$ cat config.mk
export PLATFORM = sky130hd
export DESIGN_NAME = bcd_decade_counter
export DESIGN_NICKNAME = d
export VERILOG_FILES = /design/src/rtl/bcd_pkg.sv /design/src/rtl/bcd_next_state.sv /design/src/rtl/bcd_state_reg.sv /design/src/rtl/bcd_tc_decode.sv /design/src/rtl/bcd_decade_counter.sv
export SDC_FILE = /design/constraint.sdc
export NUM_CORES = 1
export LEC_CHECK = 0
export BUFFER_PORTS_ARGS = -buffer_cell sky130_fd_sc_hd__buf_4
export CELL_PAD_IN_SITES_DETAIL_PLACEMENT = 0
export CELL_PAD_IN_SITES_GLOBAL_PLACEMENT = 2
export CORE_AREA = 2 2 39 41
export CTS_CLUSTER_SIZE = 40
export DETAILED_ROUTE_END_ITERATION = 10
export DIE_AREA = 0 0 41 43
export GPL_TIMING_DRIVEN = 0
export PLACE_DENSITY = 0.57
export REMOVE_ABC_BUFFERS = 1
export SYNTH_ARGS = -nofsm -noshare
export SYNTH_HDL_FRONTEND = slang
export SYNTH_SLANG_ARGS = --single-unit
$ cat constraint.sdc
create_clock -name clk -period 2.58 [get_ports clk]
set_input_delay 0.387 -clock clk [delete_from_list [all_inputs] [get_ports clk]]
set_output_delay 0.387 -clock clk [all_outputs]
set_load 0.02 [all_outputs]
$ cat src/rtl/bcd_pkg.sv
package bcd_pkg;
   localparam int DIGIT_W   = 4;
   localparam int LAST_CODE = 9;

   typedef logic [DIGIT_W-1:0] digit_t;

   typedef enum logic [1:0] {
      OP_HOLD  = 2'd0,
      OP_COUNT = 2'd1,
      OP_LOAD  = 2'd2
   } op_t;

   // successor of a code under one count step, including the six
   // out-of-range codes which are steered back into the decimal cycle
   function automatic digit_t bcd_succ(input digit_t cur);
      digit_t nxt;
      case (cur)
         4'd10:   nxt = 4'd11;
         4'd11:   nxt = 4'd6;
         4'd12:   nxt = 4'd13;
         4'd13:   nxt = 4'd4;
         4'd14:   nxt = 4'd15;
         4'd15:   nxt = 4'd2;
         default: nxt = (cur == digit_t'(LAST_CODE)) ? '0 : cur + digit_t'(1);
      endcase
      return nxt;
   endfunction
endpackage

$ cat src/rtl/bcd_next_state.sv
module bcd_next_state
   import bcd_pkg::*;
(
   input  digit_t cur,
   input  logic   load_n,
   input  logic   cnt_en_p,
   input  logic   cnt_en_t,
   input  digit_t preset,
   output digit_t nxt
);
   op_t op;

   always_comb begin
      if (!load_n)                  op = OP_LOAD;
      else if (cnt_en_p && cnt_en_t) op = OP_COUNT;
      else                          op = OP_HOLD;
   end

   always_comb begin
      unique case (op)
         OP_LOAD:  nxt = preset;
         OP_COUNT: nxt = bcd_succ(cur);
         default:  nxt = cur;
      endcase
   end
endmodule

$ cat src/rtl/bcd_state_reg.sv
module bcd_state_reg
   import bcd_pkg::*;
#(
   parameter bit RESET_ASYNC = 1'b1
)(
   input  logic   clk,
   input  logic   rst_n,
   input  digit_t d,
   output digit_t q
);
   generate
      if (RESET_ASYNC) begin : g_async
         always_ff @(posedge clk or negedge rst_n) begin
            if (!rst_n) q <= '0;
            else        q <= d;
         end
      end else begin : g_sync
         always_ff @(posedge clk) begin
            if (!rst_n) q <= '0;
            else        q <= d;
         end
      end
   endgenerate
endmodule

$ cat src/rtl/bcd_tc_decode.sv
module bcd_tc_decode
   import bcd_pkg::*;
(
   input  digit_t cur,
   input  logic   cnt_en_t,
   output logic   tc
);
   // full decode: every bit compared, so codes 11, 13, 15 never match
   assign tc = cnt_en_t && (cur == digit_t'(LAST_CODE));
endmodule

$ cat src/rtl/bcd_decade_counter.sv
module bcd_decade_counter
   import bcd_pkg::*;
#(
   parameter bit RESET_ASYNC = 1'b1
)(
   input  logic               clk,
   input  logic               rst_n,
   input  logic               load_n,
   input  logic               cnt_en_p,
   input  logic               cnt_en_t,
   input  logic [DIGIT_W-1:0] preset,
   output logic [DIGIT_W-1:0] q,
   output logic               tc
);
   initial begin
      assert (DIGIT_W == 4 && LAST_CODE == 9)
         else $error("bcd_decade_counter: digit must be 4-bit decimal");
   end

   digit_t d_next;

   bcd_next_state u_next (
      .cur      (q),
      .load_n   (load_n),
      .cnt_en_p (cnt_en_p),
      .cnt_en_t (cnt_en_t),
      .preset   (preset),
      .nxt      (d_next)
   );

   bcd_state_reg #(.RESET_ASYNC(RESET_ASYNC)) u_reg (
      .clk   (clk),
      .rst_n (rst_n),
      .d     (d_next),
      .q     (q)
   );

   bcd_tc_decode u_tc (
      .cur      (q),
      .cnt_en_t (cnt_en_t),
      .tc       (tc)
   );
endmodule

Yosys cells after proc, flatten, opt, wreduce, memory -nomap -nowiden
Cells that the tools add are included.
W data, S select, Z words.
{ "totals": {"out_inout_bits": 5, "word_cells": 19, "register_bits": 4} }
{ "op_classes": {"eq_ne": 9, "n_reduce_logical": 3, "mux": 5, "addsub": 1} }
{ "op_table": {"columns": ["cell", "count"], "rows": [
  ["$eq A4 B4 Y1 const B", 7],
  ["$pmux W4 S6", 1],
  ["$pmux W4 S2", 1],
  ["$add A4 B1 Y4 const B", 1],
  ["$mux W4", 1],
  ["$eq A2 B1 Y1 const B", 1],
  ["$eq A2 B2 Y1 const B", 1],
  ["$logic_and A1 B1 Y1", 2],
  ["$mux W2", 1],
  ["$reduce_bool A2 Y1", 1],
  ["$mux W1", 1]
]} }

Depth between registers and ports, before layout
{ "logic_depth": {"depth_word": 5, "ltp_mapped": 3} }

Cells and area by module
From an unflattened synthesis, not the netlist that was laid out.
{ "unflattened": {"cells_unflattened": 24, "area_unflattened_um2": 219.0} }
{ "modules_own_cells": {"columns": ["module", "seq_area_each_um2", "cells_each", "n_inst", "area_each_um2"], "rows": [
  ["bcd_next_state", 0.0, 18, 1, 106.4],
  ["bcd_state_reg", 100.1, 4, 1, 100.1],
  ["bcd_tc_decode", 0.0, 2, 1, 12.5]
]} }

Least setup slack after synthesis
No wires, ideal clock.
{ "synth_path": {"path_type": "reg-to-output", "startpoint": "register u_reg.q[1]", "endpoint": "output tc", "t_arrival_ps": 951, "path_slack_ps": 1242, "t_required_ps": 2193, "stages_incl_launch_ff": 3, "path_buffers": 0, "cell_sequence": "dfrtp_1 -> nand4b_1 -> nor2_1"} }
{ "synth_via": {"elab_chain_cells": 2} }
{ "synth_rtl": {"columns": ["element", "line_no", "rtl"], "rows": [
  ["start, declared", "bcd_state_reg.sv:9", "output digit_t q"],
  ["start signal, assigned", "bcd_state_reg.sv:14", "if (!rst_n) q <= '0;"],
  ["start signal, assigned", "bcd_state_reg.sv:15", "else q <= d;"],
  ["$eq A4 B4 Y1", "bcd_tc_decode.sv:9", "assign tc = cnt_en_t && (cur == digit_t'(LAST_CODE));"],
  ["$logic_and A1 B1 Y1", "bcd_tc_decode.sv:9", null],
  ["end, declared", "bcd_decade_counter.sv:13", "output logic tc"]
]} }
Every way passes these cells.

Final worst setup path
Ends and elaborated chain as after synthesis.

==> impl_metrics.yaml <==
synth:
  syn_area_per_cell_sq_um: 8.758
  synth_cells: 24
  yosys_register_bits: 4
  synthTopCellsByArea: "dfrtp_1 48%, nor2_1 8.9%, xor2_1 8.3%"
  synth_top_area_cell: "dfrtp_1"
  ys_seq_area_share_pct: 47.62
  ys_types: 13
  synthDominantCellAreaShare_pct: 47.62
  yosys_warnings: 0
  syn-cell-area_sq_um: 210.2
global_route:
  grt-ovfl-total: 0
  grt_antenna_before_repair: 0
  grt_max_degree: 9
  grt_pass1_vias: 234
  grt_pass1_wl_microns: 924
  grt_use_total_pct: 8.056
timing:
  finalSetupTns_ns: 0
  rsz0062_at_grt: "no"
  post-route-min-period_ns: 1.437
  worst_slew_pin_slew_ns: 0.1755
  fmax_ghz: 0.6958
  final_max_slew_viol_count: 0
  hold_viol_final: 0
  period_share_pct: 55.70
  slew_headroom_pct: 88.30
  skew_ns: 0.0008791
  setup_viol_count_final: 0
layout:
  top_register: "u_reg.q"
  syn2layout_area_growth_pct: 69.64
  antennaDiodeCount: 0
  layout_commonest_cell: "buf_4"
  layout_common_cells: "13 x buf_4, 5 x nor2_1, 4 x dfrtp_1, 3 x clkbuf_4"
  largestRegisters: "u_reg.q: 4 flops"
  finalNetCount: 51
  layout-drive-gt1-share_pct: 40.00
  largest_reg_flops: 4
setup_path:
  cp-startpoint: "u_reg.q[1]$_DFFE_PN0P_"
  critPathRequiredTime_ns: 2.19
  reg2regPathDepth: 3
  rrSetupSlack_ns: 1.41
  crit_path_start_kind: "flip-flop"
  crit_fanout: 5
  cp.arrival_ns: 1.05
  r2r_start: "u_reg.q[0]$_DFFE_PN0P_"
  crit_type: "reg -> out"
  endpoint_kind: "output pin"
  r2r_end: "u_reg.q[3]$_DFFE_PN0P_"
power:
  leakage_uw: 0.0001602
  powerDensity_nw_per_um2: 578.6
  vdd_ir_drop_max_v: 0.0001182
  p_total_uw: 206.3
die:
  ios: 14
  die_area_sq_um: 1763
  start_util_pct: 15.19
  rows: 14
  die_w_microns: 41
  core_sq_um: 1384
  die_h_microns: 43
route:
  met3_length_microns: 68
  first_iter_violations: 0
  vias: 233
  routed.top_layer: "met3"
  vias_per_cell: 4.161
  drt_first_pass_iters: 1
  drc: 0
  wl_per_cell_microns: 9.554
  ant_nets: 0
  wl_microns: 535
  met1Wirelength_microns: 222
  wl_met2_microns: 243
clocking:
  cts_resized: 0
  clockBufferDepth: 2
  htree_levels: 1
  post_cts_buffers: 0
  clock-root-buffer: "clkbuf_4"
  cts.sinks: 4
  cts_tree: "yes"
  clkTransAtPathRegs_ns: 0.04
  insertion_delay_ns: 0.23
  cts_buffers: 3
  hold_buffers: 1
placed_design:
  place_congestion: 0.6815
  hpwl_microns: 431.3
  port_buffers: 13
run_status:
  status: "completed"
min_path:
  hold_path.class: "in -> reg"
  min_from: "load_n"
  holdPathEnd: "u_reg.q[2]$_DFFE_PN0P_"
  hold_depth: 2
flow_run:
  drv_cap: 0
[worst max-delay path: stages (launching register included)]
cell      delay [ns]
dfrtp_1         0.40
nand4b_1        0.18
nor2_1          0.09
buf_4           0.14
[area by class of cell]
class                           count  area [sq um]
Sequential cell                     4         100.1
Clock buffer                        3         22.52
Timing Repair Buffer               14         107.6
Fill cell                         169          1027
Multi-Input combinational cell     19         106.4
Tap cell                           16         20.02
[cell usage after synthesis]
master and instances:
or3b_1 1, o21ai_0 1, clkbuf_1 1, xor2_1 2, nand2_1 2, a31oi_1 2
nand4b_1 1, or3_1 1, nor2_1 5, a21oi_1 2, nand3_1 1, dfrtp_1 4
nand4_1 1
[worst max path at each step]
stage / slack, ns / cells past startpoint / endpoint
2_1_floorplan: 1.24 / 2 / tc
5_1_grt: 1.07 / 3 / tc
3_5_place_dp: 1.36 / 4 / u_reg.q[3]$_DFFE_PN0P_
4_1_cts: 1.13 / 3 / tc
3_3_place_gp: 1.34 / 4 / u_reg.q[3]$_DFFE_PN0P_
6_report: 1.14 / 3 / tc
[report_power, final]
part           switching (uW)  internal [uW]  leakage, uW
clock                    24.6           52.0    0.0000138
sequential               9.15           70.2    0.0000450
combinational            24.3           26.0     0.000101
[cell families after synthesis]
logic type | count (synthesis) | share of synthesized area (%)
and+or+nand+nor | 12 | 29.17
AOI/OAI and AO/OA | 5 | 13.09
DFF | 4 | 47.62
xor gates and xnor gates | 2 | 8.335
buffers and inverters | 1 | 1.784
[per-stage QoR]
| stage | cell area, sq um | hold WS [ns] | worst slack (ns) | std cells | util, % |
|---|---|---|---|---|---|
| 2_1_floorplan | 206.4 | 0.09141 | 1.242 | 23 | - |
| 4_1_cts | 356.6 | 0.3849 | 1.131 | 56 | 25.77 |
| 6_report | 356.6 | 0.3907 | 1.143 | 56 | 25.77 |
| 3_3_place_gp | 324.1 | 0.1881 | 1.338 | 52 | 23.42 |
| 3_5_place_dp | 324.1 | 0.1856 | 1.360 | 52 | 23.42 |
| 5_1_grt | 356.6 | 0.4035 | 1.073 | 56 | 25.77 |
[metal layers]
metal	up-vias	global-route usage [%]
li1	117	-
met5	-	0
met2	10	10.31
met4	0	6.000
met3	0	3.665
met1	106	10.06
Note: power is estimated with default switching activity, not from simulation.
